===== src/rtl/rxbf_pkg.sv =====
package rxbf_pkg;
  localparam int unsigned FLAG_W    = 3;
  localparam int unsigned FLAG_POOL = 0;
  localparam int unsigned FLAG_END  = 1;
  localparam int unsigned FLAG_LOSS = 2;

  typedef logic [FLAG_W-1:0] flags_t;
endpackage


===== src/rtl/rxbf_desc_fifo.sv =====
// Queue of completed-block descriptors waiting to be offered to the host.
module rxbf_desc_fifo #(
  parameter int unsigned DEPTH = 64,
  parameter int unsigned W     = 7
) (
  input  logic         clk,
  input  logic         rst_n,
  input  logic         clr,
  input  logic         push,
  input  logic [W-1:0] din,
  input  logic         pop,
  output logic [W-1:0] dout,
  output logic         avail
);
  localparam int unsigned AW = $clog2(DEPTH);
  localparam int unsigned PW = AW + 1;

  logic [W-1:0]  slot [DEPTH];
  logic [AW-1:0] wp_q, wp_d, rp_q, rp_d;
  logic [PW-1:0] cnt_q, cnt_d;
  logic          we;

  always_comb begin
    wp_d  = wp_q;
    rp_d  = rp_q;
    cnt_d = cnt_q;
    we    = 1'b0;
    if (clr) begin
      wp_d  = '0;
      rp_d  = '0;
      cnt_d = '0;
    end else begin
      if (push) begin
        we   = 1'b1;
        wp_d = wp_q + 1'b1;
      end
      if (pop) rp_d = rp_q + 1'b1;
      case ({push, pop})
        2'b10:   cnt_d = cnt_q + 1'b1;
        2'b01:   cnt_d = cnt_q - 1'b1;
        default: cnt_d = cnt_q;
      endcase
    end
  end

  always_ff @(posedge clk or negedge rst_n) begin
    if (!rst_n) begin
      wp_q  <= '0;
      rp_q  <= '0;
      cnt_q <= '0;
    end else begin
      wp_q  <= wp_d;
      rp_q  <= rp_d;
      cnt_q <= cnt_d;
    end
  end

  always_ff @(posedge clk) begin
    if (we) slot[wp_q] <= din;
  end

  assign dout  = slot[rp_q];
  assign avail = (cnt_q != '0);


  desc_room_chk: assert property (@(posedge clk) disable iff (!rst_n)
    (push && !clr) |-> (cnt_q != PW'(DEPTH)));

  desc_pop_chk: assert property (@(posedge clk) disable iff (!rst_n)
    (pop && !clr) |-> avail);
endmodule


===== src/rtl/rxbf_store.sv =====
// Byte store and receive side: segmenting into blocks, abort and loss handling.
module rxbf_store #(
  parameter int unsigned DEPTH     = 64,
  parameter int unsigned SMALL_BLK = 16,
  parameter int unsigned LARGE_BLK = 32
) (
  input  logic                         clk,
  input  logic                         rst_n,
  input  logic                         rreset,
  input  logic                         cfg_large,
  input  logic                         rx_valid,
  input  logic [7:0]                   rx_data,
  input  logic                         rx_eof,
  input  logic                         rx_abort,
  input  logic [$clog2(DEPTH):0]       rel_ptr,
  input  logic [$clog2(DEPTH)-1:0]     rd_addr,
  output logic [7:0]                   rd_data,
  output logic                         push,
  output logic [$clog2(LARGE_BLK):0]   push_len,
  output logic                         push_last,
  output logic                         loss_evt,
  output logic [$clog2(DEPTH):0]       used
);
  localparam int unsigned AW = $clog2(DEPTH);
  localparam int unsigned PW = AW + 1;
  localparam int unsigned LW = $clog2(LARGE_BLK) + 1;

  logic [7:0]    mem [DEPTH];
  logic [PW-1:0] wr_q, wr_d;
  logic [LW-1:0] seg_q, seg_d;
  logic          drop_q, drop_d;
  logic          large_q, large_d;
  logic          mem_we;
  logic [LW-1:0] bs, seg_inc;
  logic [PW-1:0] rewind;
  logic          full;

  assign bs      = large_q ? LW'(LARGE_BLK) : LW'(SMALL_BLK);
  assign seg_inc = seg_q + 1'b1;
  assign used    = wr_q - rel_ptr;
  assign full    = (used == PW'(DEPTH));
  assign rewind  = wr_q - PW'(seg_q);

  always_comb begin
    wr_d      = wr_q;
    seg_d     = seg_q;
    drop_d    = drop_q;
    large_d   = large_q;
    mem_we    = 1'b0;
    push      = 1'b0;
    push_len  = seg_inc;
    push_last = rx_eof;
    loss_evt  = 1'b0;
    if (rreset) begin
      wr_d    = '0;
      seg_d   = '0;
      drop_d  = 1'b0;
      large_d = cfg_large;
    end else if (rx_abort) begin
      if (!drop_q) wr_d = rewind;
      seg_d  = '0;
      drop_d = 1'b0;
    end else if (rx_valid) begin
      if (drop_q) begin
        if (rx_eof) drop_d = 1'b0;
      end else if (full) begin
        wr_d     = rewind;
        seg_d    = '0;
        loss_evt = 1'b1;
        drop_d   = !rx_eof;
      end else begin
        mem_we = 1'b1;
        wr_d   = wr_q + 1'b1;
        if (rx_eof || (seg_inc == bs)) begin
          push  = 1'b1;
          seg_d = '0;
        end else begin
          seg_d = seg_inc;
        end
      end
    end
  end

  always_ff @(posedge clk or negedge rst_n) begin
    if (!rst_n) begin
      wr_q    <= '0;
      seg_q   <= '0;
      drop_q  <= 1'b0;
      large_q <= 1'b0;
    end else begin
      wr_q    <= wr_d;
      seg_q   <= seg_d;
      drop_q  <= drop_d;
      large_q <= large_d;
    end
  end

  always_ff @(posedge clk) begin
    if (mem_we) mem[wr_q[AW-1:0]] <= rx_data;
  end

  assign rd_data = mem[rd_addr];


  occupancy_bound_chk: assert property (@(posedge clk) disable iff (!rst_n)
    used <= PW'(DEPTH));

  segment_below_block_chk: assert property (@(posedge clk) disable iff (!rst_n)
    seg_q < bs);

  dropped_byte_ignored_chk: assert property (@(posedge clk) disable iff (!rst_n)
    (drop_q && rx_valid && !rx_eof && !rx_abort && !rreset) |=> (wr_q == $past(wr_q)));
endmodule


===== src/rtl/rxbf_host.sv =====
// Host side: block offer, read position, release, frame counter and flags.
module rxbf_host
  import rxbf_pkg::*;
#(
  parameter int unsigned DEPTH     = 64,
  parameter int unsigned LARGE_BLK = 32,
  parameter int unsigned CNT_W     = 12
) (
  input  logic                       clk,
  input  logic                       rst_n,
  input  logic                       rreset,
  input  logic                       head_avail,
  input  logic [$clog2(LARGE_BLK):0] head_len,
  input  logic                       head_last,
  output logic                       head_pop,
  input  logic                       rd_en,
  input  logic                       release_cmd,
  input  logic                       stat_rd,
  input  logic                       loss_evt,
  output logic [$clog2(DEPTH):0]     rel_ptr,
  output logic [$clog2(DEPTH):0]     rd_ptr,
  output logic                       held,
  output flags_t                     flags,
  output logic [CNT_W-1:0]           frame_cnt,
  output logic                       cnt_ovf
);
  localparam int unsigned PW = $clog2(DEPTH) + 1;
  localparam int unsigned LW = $clog2(LARGE_BLK) + 1;

  logic          held_q, held_d, last_q, last_d, ovf_q, ovf_d;
  logic [LW-1:0] len_q, len_d;
  logic [PW-1:0] rel_q, rel_d, rdp_q, rdp_d, blk_end;
  logic [CNT_W-1:0] cnt_q, cnt_d;
  logic [CNT_W:0]   sum;
  flags_t        flags_q, flags_d, ev;

  assign blk_end = rel_q + PW'(len_q);
  assign sum     = {1'b0, cnt_q} + (CNT_W+1)'(head_len);

  always_comb begin
    held_d   = held_q;
    len_d    = len_q;
    last_d   = last_q;
    rel_d    = rel_q;
    rdp_d    = rdp_q;
    cnt_d    = cnt_q;
    ovf_d    = ovf_q;
    head_pop = 1'b0;
    ev       = '0;
    if (rreset) begin
      held_d = 1'b0;
      rel_d  = '0;
      rdp_d  = '0;
      cnt_d  = '0;
      ovf_d  = 1'b0;
    end else if (held_q) begin
      if (rd_en && (rdp_q != blk_end)) rdp_d = rdp_q + 1'b1;
      if (release_cmd) begin
        rel_d  = blk_end;
        held_d = 1'b0;
        if (last_q) begin
          cnt_d = '0;
          ovf_d = 1'b0;
        end
      end
    end else if (head_avail) begin
      head_pop = 1'b1;
      held_d   = 1'b1;
      len_d    = head_len;
      last_d   = head_last;
      rdp_d    = rel_q;
      cnt_d    = sum[CNT_W-1:0];
      ovf_d    = ovf_q | sum[CNT_W];
      if (head_last) ev[FLAG_END] = 1'b1;
      else           ev[FLAG_POOL] = 1'b1;
    end
    if (loss_evt) ev[FLAG_LOSS] = 1'b1;
    flags_d = (flags_q & ~{FLAG_W{stat_rd}}) | ev;
  end

  always_ff @(posedge clk or negedge rst_n) begin
    if (!rst_n) begin
      held_q  <= 1'b0;
      len_q   <= '0;
      last_q  <= 1'b0;
      rel_q   <= '0;
      rdp_q   <= '0;
      cnt_q   <= '0;
      ovf_q   <= 1'b0;
      flags_q <= '0;
    end else begin
      held_q  <= held_d;
      len_q   <= len_d;
      last_q  <= last_d;
      rel_q   <= rel_d;
      rdp_q   <= rdp_d;
      cnt_q   <= cnt_d;
      ovf_q   <= ovf_d;
      flags_q <= flags_d;
    end
  end

  assign rel_ptr   = rel_q;
  assign rd_ptr    = rdp_q;
  assign held      = held_q;
  assign flags     = flags_q;
  assign frame_cnt = cnt_q;
  assign cnt_ovf   = ovf_q;


  read_in_block_chk: assert property (@(posedge clk) disable iff (!rst_n)
    held_q |-> ((rdp_q - rel_q) <= PW'(len_q)));

  held_len_chk: assert property (@(posedge clk) disable iff (!rst_n)
    held_q |-> (len_q != '0));

  hold_until_release_chk: assert property (@(posedge clk) disable iff (!rst_n)
    (held_q && !rreset && !release_cmd) |=> (held_q && $stable(len_q) && $stable(rel_q)));

  wrap_sticky_chk: assert property (@(posedge clk) disable iff (!rst_n)
    (ovf_q && !rreset && !(held_q && release_cmd && last_q)) |=> ovf_q);

  flag_hold_chk: assert property (@(posedge clk) disable iff (!rst_n)
    !stat_rd |=> ((flags_q & $past(flags_q)) == $past(flags_q)));
endmodule


===== src/rtl/rx_block_fifo.sv =====
module rx_block_fifo
  import rxbf_pkg::*;
#(
  parameter int unsigned DEPTH     = 64,
  parameter int unsigned SMALL_BLK = 16,
  parameter int unsigned LARGE_BLK = 32,
  parameter int unsigned CNT_W     = 12
) (
  input  logic              clk,
  input  logic              rst_n,
  input  logic              cfg_blk32,
  input  logic              rx_valid,
  input  logic [7:0]        rx_data,
  input  logic              rx_eof,
  input  logic              rx_abort,
  input  logic              rd_en,
  output logic [7:0]        rd_data,
  input  logic              cmd_release,
  input  logic              cmd_rreset,
  input  logic              stat_rd,
  output logic [FLAG_W-1:0] stat,
  output logic              irq,
  output logic [CNT_W-1:0]  frame_cnt,
  output logic              cnt_ovf
);
  localparam int unsigned AW = $clog2(DEPTH);
  localparam int unsigned PW = AW + 1;
  localparam int unsigned LW = $clog2(LARGE_BLK) + 1;
  localparam int unsigned DW = LW + 1;

  logic          rst_meta, rst_sync_n;
  logic [PW-1:0] rel_ptr, rd_ptr, used;
  logic          push, push_last, loss_evt, head_avail, head_pop, held;
  logic [LW-1:0] push_len;
  logic [DW-1:0] head;
  flags_t        flags;

  always_ff @(posedge clk or negedge rst_n) begin
    if (!rst_n) begin
      rst_meta   <= 1'b0;
      rst_sync_n <= 1'b0;
    end else begin
      rst_meta   <= 1'b1;
      rst_sync_n <= rst_meta;
    end
  end

  rxbf_store #(
    .DEPTH(DEPTH), .SMALL_BLK(SMALL_BLK), .LARGE_BLK(LARGE_BLK)
  ) u_store (
    .clk(clk), .rst_n(rst_sync_n), .rreset(cmd_rreset), .cfg_large(cfg_blk32),
    .rx_valid(rx_valid), .rx_data(rx_data), .rx_eof(rx_eof), .rx_abort(rx_abort),
    .rel_ptr(rel_ptr), .rd_addr(rd_ptr[AW-1:0]), .rd_data(rd_data),
    .push(push), .push_len(push_len), .push_last(push_last),
    .loss_evt(loss_evt), .used(used)
  );

  rxbf_desc_fifo #(.DEPTH(DEPTH), .W(DW)) u_desc (
    .clk(clk), .rst_n(rst_sync_n), .clr(cmd_rreset),
    .push(push), .din({push_len, push_last}),
    .pop(head_pop), .dout(head), .avail(head_avail)
  );

  rxbf_host #(.DEPTH(DEPTH), .LARGE_BLK(LARGE_BLK), .CNT_W(CNT_W)) u_host (
    .clk(clk), .rst_n(rst_sync_n), .rreset(cmd_rreset),
    .head_avail(head_avail), .head_len(head[DW-1:1]), .head_last(head[0]),
    .head_pop(head_pop), .rd_en(rd_en), .release_cmd(cmd_release),
    .stat_rd(stat_rd), .loss_evt(loss_evt), .rel_ptr(rel_ptr), .rd_ptr(rd_ptr),
    .held(held), .flags(flags), .frame_cnt(frame_cnt), .cnt_ovf(cnt_ovf)
  );

  assign stat = flags;
  assign irq  = |flags;


  rreset_empty_chk: assert property (@(posedge clk) disable iff (!rst_sync_n)
    cmd_rreset |=> ((used == '0) && !held && (frame_cnt == '0)));
endmodule


===== config.mk =====
export PLATFORM = sky130hd
export DESIGN_NAME = rx_block_fifo
export DESIGN_NICKNAME = d
export VERILOG_FILES = /design/src/rtl/rxbf_pkg.sv /design/src/rtl/rxbf_desc_fifo.sv /design/src/rtl/rxbf_store.sv /design/src/rtl/rxbf_host.sv /design/src/rtl/rx_block_fifo.sv
export SDC_FILE = /design/constraint.sdc
export NUM_CORES = 1
export LEC_CHECK = 0
export BUFFER_PORTS_ARGS = -buffer_cell sky130_fd_sc_hd__buf_2
export CAP_MARGIN = 15
export CORE_AREA = 4 4 588 299
export DETAILED_ROUTE_END_ITERATION = 6
export DIE_AREA = 0 0 592 303
export PLACE_DENSITY = 0.49
export SYNTH_ARGS = -nofsm -noshare
export SYNTH_HDL_FRONTEND = slang
export SYNTH_SLANG_ARGS = --single-unit

===== constraint.sdc =====
create_clock -name clk -period 4.4 [get_ports clk]
set_input_delay 0.88 -clock clk [delete_from_list [all_inputs] [get_ports clk]]
set_output_delay 0.88 -clock clk [all_outputs]
set_load 0.01 [all_outputs]

# --- Yosys cells after proc, flatten, opt, wreduce, memory -nomap -nowiden ---
# Memories as Yosys holds them, arrays and structs flattened.
# Index checks and enable logic that the tools add are counted.
# W data, S select, Z words.
word_totals:
  regBits: 74
  ram_bits: 960
  input_bits: 18
  word_cells: 140
  memories: 2
classes:
  addsub: 11
  n_eq_ne: 10
  n_mux: 76
  n_bitwise: 6
  n_reduce_logical: 18
mem_list:
  columns: ["memory", "words", "width", "rd", "rd_clocked_by_memory_dff", "write_ports", "line_no", "text"]
  rows:
  - ["u_store.mem", 64, 8, 1, 0, 1, "rxbf_store.sv:28", "logic [7:0] mem [DEPTH];"]
  - ["u_desc.slot", 64, 7, 1, 0, 1, "rxbf_desc_fifo.sv:18", "logic [W-1:0] slot [DEPTH];"]
ops:
  columns: ["op", "count"]
  rows:
  - ["$mux W7", 14]
  - ["$mux W6", 11]
  - ["$mux W12", 5]
  - ["$mux W1", 42]
  - ["$add A7 B1 Y7 const B", 3]
  - ["$add A6 B1 Y6 const B", 3]
  - ["$pmux W7 S2", 1]
  - ["$add A12 B6 Y13", 1]
  - ["$ne A3 B3 Y1 const B", 4]
  - ["$reduce_bool A3 Y1", 3]
  - ["$reduce_and A2 Y1", 4]
  - ["$reduce_bool A2 Y1", 4]
  - ["$add A7 B6 Y7", 1]
  - ["$eq A7 B7 Y1 const B", 1]
  - ["$ne A7 B7 Y1", 1]
  - ["$reduce_bool A7 Y1", 1]
  - ["$sub A7 B1 Y7 const B", 1]
  - ["$sub A7 B6 Y7", 1]
  - ["$sub A7 B7 Y7", 1]
  - ["$eq A6 B6 Y1", 1]
  - ["$mux W2", 3]
  - ["$reduce_and A3 Y1", 2]
  - ["$and A3 B3 Y3", 1]
  - ["$not A3 Y3", 1]
  - ["10 further kinds", 11]

# --- Longest topological paths before layout ---
depth:
  ltp_word: 13
  depth_mapped: 18
  ltp_nobuf: 16

# --- Modules after synthesis ---
# A second synthesis with hierarchy kept.
unflattened:
  cells_unflattened: 2285
  area_unflattened_um2: 42523.3
by_module_without_submodules:
  columns: ["mod", "instances", "cells_each", "area_per_inst_um2"]
  rows:
  - ["rxbf_store", 1, 1008, 21276.7]
  - ["rxbf_desc_fifo", 1, 987, 18665.4]
  - ["rxbf_host", 1, 286, 2521.2]
  - ["rx_block_fifo", 1, 4, 60.1]

# --- Worst setup path before layout ---
# OpenSTA, ideal clock, no wires.
synth_timing:
  path_kind: "reg-to-reg"
  start: "register u_store.seg_q[0]"
  end: "register u_desc.cnt_q[6]"
  arrival_ps: 3941
  t_required_ps: 4331
  setup_slack_ps: 390
  path_stages_with_launch: 19
  period_less_slack_ps: 4010
  cell_sequence: "dfrtp_1 -> ha_1 -> buf_2 -> and3_1 -> buf_4 -> mux2i_1 -> a41oi_1 -> nor3_2 -> and2_1 -> buf_4 -> nor3_1 -> ha_1 -> a21o_1 -> a21oi_1 -> o21bai_1 -> a21oi_1 -> nand2_1 -> or4_1 -> nand3_1"
synth_between:
  elab_chain_cells: 12
synth_lines:
  columns: ["item", "line_no", "text"]
  rows:
  - ["start: declaration", "rxbf_store.sv:30", "logic [LW-1:0] seg_q, seg_d;"]
  - ["start signal: assignment", "rxbf_store.sv:92", "seg_q <= seg_d;"]
  - ["$add A6 B1 Y6 (*)", "rxbf_store.sv:39", "assign seg_inc = seg_q + 1'b1;"]
  - ["$eq A6 B6 Y1 (*)", "rxbf_store.sv:74", "if (rx_eof || (seg_inc == bs)) begin"]
  - ["$logic_or A1 B1 Y1 (*)", "rxbf_store.sv:74", null]
  - ["$mux W1 (*)", "rxbf_store.sv:74", null]
  - ["$mux W1 (*)", "rxbf_store.sv:66", "end else if (full) begin"]
  - ["$mux W1 (*)", "rxbf_store.sv:64", "if (drop_q) begin"]
  - ["$mux W1 (*)", "rxbf_store.sv:63", "end else if (rx_valid) begin"]
  - ["$mux W1 (*)", "rxbf_store.sv:59", "end else if (rx_abort) begin"]
  - ["$mux W1 (*)", "rxbf_store.sv:54", "if (rreset) begin"]
  - ["$eq A2 B1 Y1 or $eq A2 B2 Y1 (tied branches)", "rxbf_desc_fifo.sv:38", "case ({push, pop})"]
  - ["$pmux W7 S2", "rxbf_desc_fifo.sv:38", null]
  - ["$mux W7", "rxbf_desc_fifo.sv:28", "if (clr) begin"]
  - ["end signal: assignment", "rxbf_desc_fifo.sv:54", "cnt_q <= cnt_d;"]
  - ["end: declaration", "rxbf_desc_fifo.sv:20", "logic [PW-1:0] cnt_q, cnt_d;"]
# Every way passes the cells marked *; elsewhere a longest branch is shown, timed or not.
# A chain may end at the register's enable or synchronous reset.

# --- Final worst setup path ---
layout_timing:
  start: "register u_host.rdp_q[0], in the netlist u_host.rd_ptr[0]"
  end: "output rd_data[0]"
layout_between:
  elab_chain_cells: 1
layout_lines:
  columns: ["item", "line_no", "text"]
  rows:
  - ["start: declaration", "rxbf_host.sv:32", "logic [PW-1:0] rel_q, rel_d, rdp_q, rdp_d, blk_end;"]
  - ["start signal: assignment", "rxbf_host.sv:96", "rdp_q <= rdp_d;"]
  - ["$mem_v2 Z64 W8", null, null]
  - ["end: declaration", "rx_block_fifo.sv:17", "output logic [7:0] rd_data,"]
# Every way passes these cells.

==> summary.md <==
| Metric | Value |
|---|---|
| I/O Pins | `43` |
| Hpwl dp | `68500 microns` |
| Hold Path Class | `flop to flop` |
| Final WS setup | `around 0.15 ns` |
| Pins Over Slew Limit | `0` |
| Routed wire length | `between 100000 and 150000 microns` |
| Switch share | `roughly 29%` |
| Clk_lat worst skew | `~0.7 ns` |
| Internal power | `between 15000 and 20000 uW` |
| Crit-path slowest cell | `mux4_2` |
| Initial antenna violation count | `1` |
| CTS H-tree depth | `3` |
| Setup crit end kind | `output pin` |
| Comb pwr share | `23.6%` |
| Final min period | `~4.3 ns` |
| Pin count of the biggest net entering global routing | `80` |
| Worst slack at placement | `~0.23 ns` |
| #FFs+latches synth | `1034` |
| FMAX | `around 0.24 GHz` |
| Port bufs | `42` |
| Fraction of registers with async set/reset | `7.16%` |
| Setup-failing EPs final | `0` |
| Total Routing Usage GR | `a little under an eighth` |
| Share of the synthesized area in the top cell type | `around two thirds` |
| Total power | `around 26000 uW` |
| Total gr overflow | `0` |
| Flop2flop setup slack | `about 0.35 ns` |
| CP Data Required Time | `around 3.5 ns` |
| Max Cap Viol | `0` |
| Sw Pwr | `about 7500 uW` |
| DRC violations left | `0` |
| Power density over cell area | `approximately 520 nW/um^2` |
| DP Area | `46700 sq um` |
| EDFF count, synth | `960` |
| Iteration-0 DRC Markers | `between 2k and 2.5k` |
| Area Growth Syn to Fin | `18.1%` |
| Synth area leaders | `edfxtp_1, mux4_2, dfrtp_1` |
| Final period util | `96.6%` |
| Post-Synthesis Cells | `approximately 2.3k` |
| Die height | `slightly above 300 microns` |
| Wirelength per Cell | `about 22 microns` |
| Drt first pass iters | `5` |
| Setup TNS | `0 ns` |
| CP Max Fanout | `14` |
| Vias in the first global route | `22.8k` |
| Leakage | `approximately 0.016 uW` |
| Crit path launch type | `flop` |
| Synth top cells by count | `edfxtp_1, mux4_2, nor2_1, mux2i_1, nand2_1` |
| Finished Core Util | `a little under 30%` |
| Final Skew | `approximately 0.029 ns` |
| Delay of the slowest critical-path stage | `0.57 ns` |
| Kind of critical path | `flop to output pin` |
| Fin. Hold Viols | `0` |
| Seq pwr share | `about 43%` |
| Root Buffer | `clkbuf_16` |
| Post-synth top area cell | `edfxtp_1` |
| Top-count cell post-synth | `edfxtp_1` |
| Synth warn | `0` |
| CTS buffer count | `100` |
| Run status | `finished clean` |
| Actual slew at the worst max-slew pin | `between 1 and 1.5 ns` |
| Core Area | `about 170000 sq um` |
| Slew HR | `23.9%` |
| IR Drop Worst-Case VDD | `between 300 and 400 uV` |
| GP Congestion | `0.763` |
| Fin area | `between 50000 and 60000 sq um` |
| Worst path most repeated cell | `mux4_2` |
| Cell Area, Synth | `roughly 42000 sq um` |
| Filler cells | `roughly 17k` |
| CTS tree | `done` |
| Clk pwr share | `between 30 and 40%` |
| Via/cell ratio | `between 4 and 5` |
| Most common flop cell mapped by yosys | `edfxtp_1` |
| Syn nets | `approximately 2.4k` |
| Row count | `107` |
| DRT antenna net count | `0` |
| Die area | `roughly 180000 sq um` |
| Avg Inst Size Synth | `roughly 18 sq um` |
| WP data arrival | `approximately 3.4 ns` |
| Die X | `~590 microns` |
| NumNets Final | `2583` |
| Buffers from clock root to sink, at most | `3` |
| CP Cell Sequence | `buf_4, buf_12, mux4_2, mux4_2, mux4_2, buf_2` |
| Unrepaired setup endpoints after global routing | `false` |
| Vias | `22.1k` |
| First-pass GRT wire length | `about 160000 microns` |
| CTS resizes | `0` |
| Share of cells above drive strength 1 | `between 20% and 30%` |
| Clk slew on worst S/H paths | `around 0.06 ns` |
| Seq/Total Area, Yosys | `72.3%` |
| TritonCTS Sinks | `approximately 1.0k` |
| Synth cell types | `85` |
| Initial core utilization | `around a quarter` |
## per-stage QoR
step | std cells | hold slack [ns]
2_1_floorplan | 2310 | 0.331
3_3_place_gp | 4709 | 0.340
3_5_place_dp | 4709 | 0.338
4_1_cts | 4902 | 0.318
5_1_grt | 4903 | 0.357
6_report | 4904 | 0.348
## final timing paths
| check | cells past startpoint | endpoint | start |
|---|---|---|---|
| max | 6 | rd_data[0] | u_host.rd_ptr[0] |
| min reg2reg | 0 | rst_sync_n | rst_meta |
| min in group asynchronous | 0 | u_host.frame_cnt[10] | rst_sync_n |
| min | 0 | rst_sync_n | rst_meta |
| max reg2reg | 15 | u_host.frame_cnt[6] | u_desc.rp_q[0] |
| max in group asynchronous | 1 | u_host.flags[1] | rst_sync_n |
## cell families (layout without fill, tap and decap cells)
logic type	after synthesis	after routing	share of synthesized area [%]
fa+ha+maj	38	38	1.19
other cells	1	2	0.00883
buf+inv	163	467	1.73
mux	349	349	14.8
xor+xnor	42	42	0.902
compound gates	295	295	4.74
simple gates	388	388	4.33
flops	1034	1034	72.3
## layout by cell type, fill, tap and decap left out, drive strengths merged, types with 10 or more instances in the layout
cell / netlist / layout
dfrtp: 74 / 74
clkbuf: 72 / 120
nand3: 26 / 26
mux4: 224 / 224
o32ai: 21 / 21
edfxtp: 960 / 960
nand3b: 11 / 11
nor2: 183 / 183
nand2b: 11 / 11
buf: 60 / 246
bufinv: 0 / 11
xnor2: 24 / 24
clkinv: 1 / 41
xor2: 17 / 17
a21o: 15 / 15
nand2: 77 / 77
o221ai: 36 / 36
a211oi: 17 / 17
clkinvlp: 0 / 10
ha: 34 / 34
mux2i: 122 / 122
nor3: 14 / 14
a22oi: 10 / 10
o22ai: 34 / 34
a31oi: 13 / 13
a21oi: 65 / 65
o21ai: 46 / 46
inv: 30 / 38
## flip-flops by register name, summed over array words and instances (netlist names), 3 cells and up
| name | count |
|---|---|
| u_desc.cnt_q | 7 |
| u_desc.slot | 448 |
| u_store.wr_q | 7 |
| u_desc.wp_q | 6 |
| u_store.mem | 512 |
| u_host.len_q | 6 |
| u_host.rel_ptr | 7 |
| u_store.seg_q | 6 |
| u_host.rd_ptr | 7 |
| u_desc.rp_q | 6 |
| u_host.flags | 3 |
| u_host.frame_cnt | 12 |
## critical path, delay by kind of cell, from the launching register on
kind	cells	cell delay (ns)
flops	1	0.42
buf+inv	3	0.58
mux	3	1.66
## area by class of cell
| cell class | instances | area [sq um] | area share (%) |
|---|---|---|---|
| Clock buffer | 120 | 2660 | 5.30 |
| Multi-Input combinational cell | 1113 | 11100 | 22.1 |
| Sequential cell | 1034 | 30700 | 61.2 |
| Antenna cell | 1 | 2.50 | 0.00499 |
| Timing Repair Buffer | 247 | 1980 | 3.95 |
| Clock inverter | 69 | 727 | 1.45 |
| Tap cell | 2289 | 2860 | 5.71 |
| Inverter | 31 | 116 | 0.232 |
## timing repair
| item | in CTS | in global routing |
|---|---|---|
| setup buffers | 3 | 1 |
| hold endpoints to repair | 2 | 0 |
| setup endpoints to repair | 8 | 4 |
| hold buffers | 1 | 0 |
## power groups by stage
stage | clock network [uW] | registers, uW | logic (uW)
after global routing | 9560 | 11200 | 6720
after floorplan | 0 | 11300 | 4250
after detailed placement | 0 | 11500 | 6180
final | 8910 | 11200 | 6210
after global placement | 0 | 11500 | 6150
after CTS | 9140 | 11200 | 6280
## metal layers
layer / global-route usage, % / wire length (microns)
met1: 16.4 / 49300
met2: 19.7 / 52300
met3: 1.69 / 4000
met4: 2.73 / 1780
met5: 0 / 0
Power figures use the tool's default switching activity.
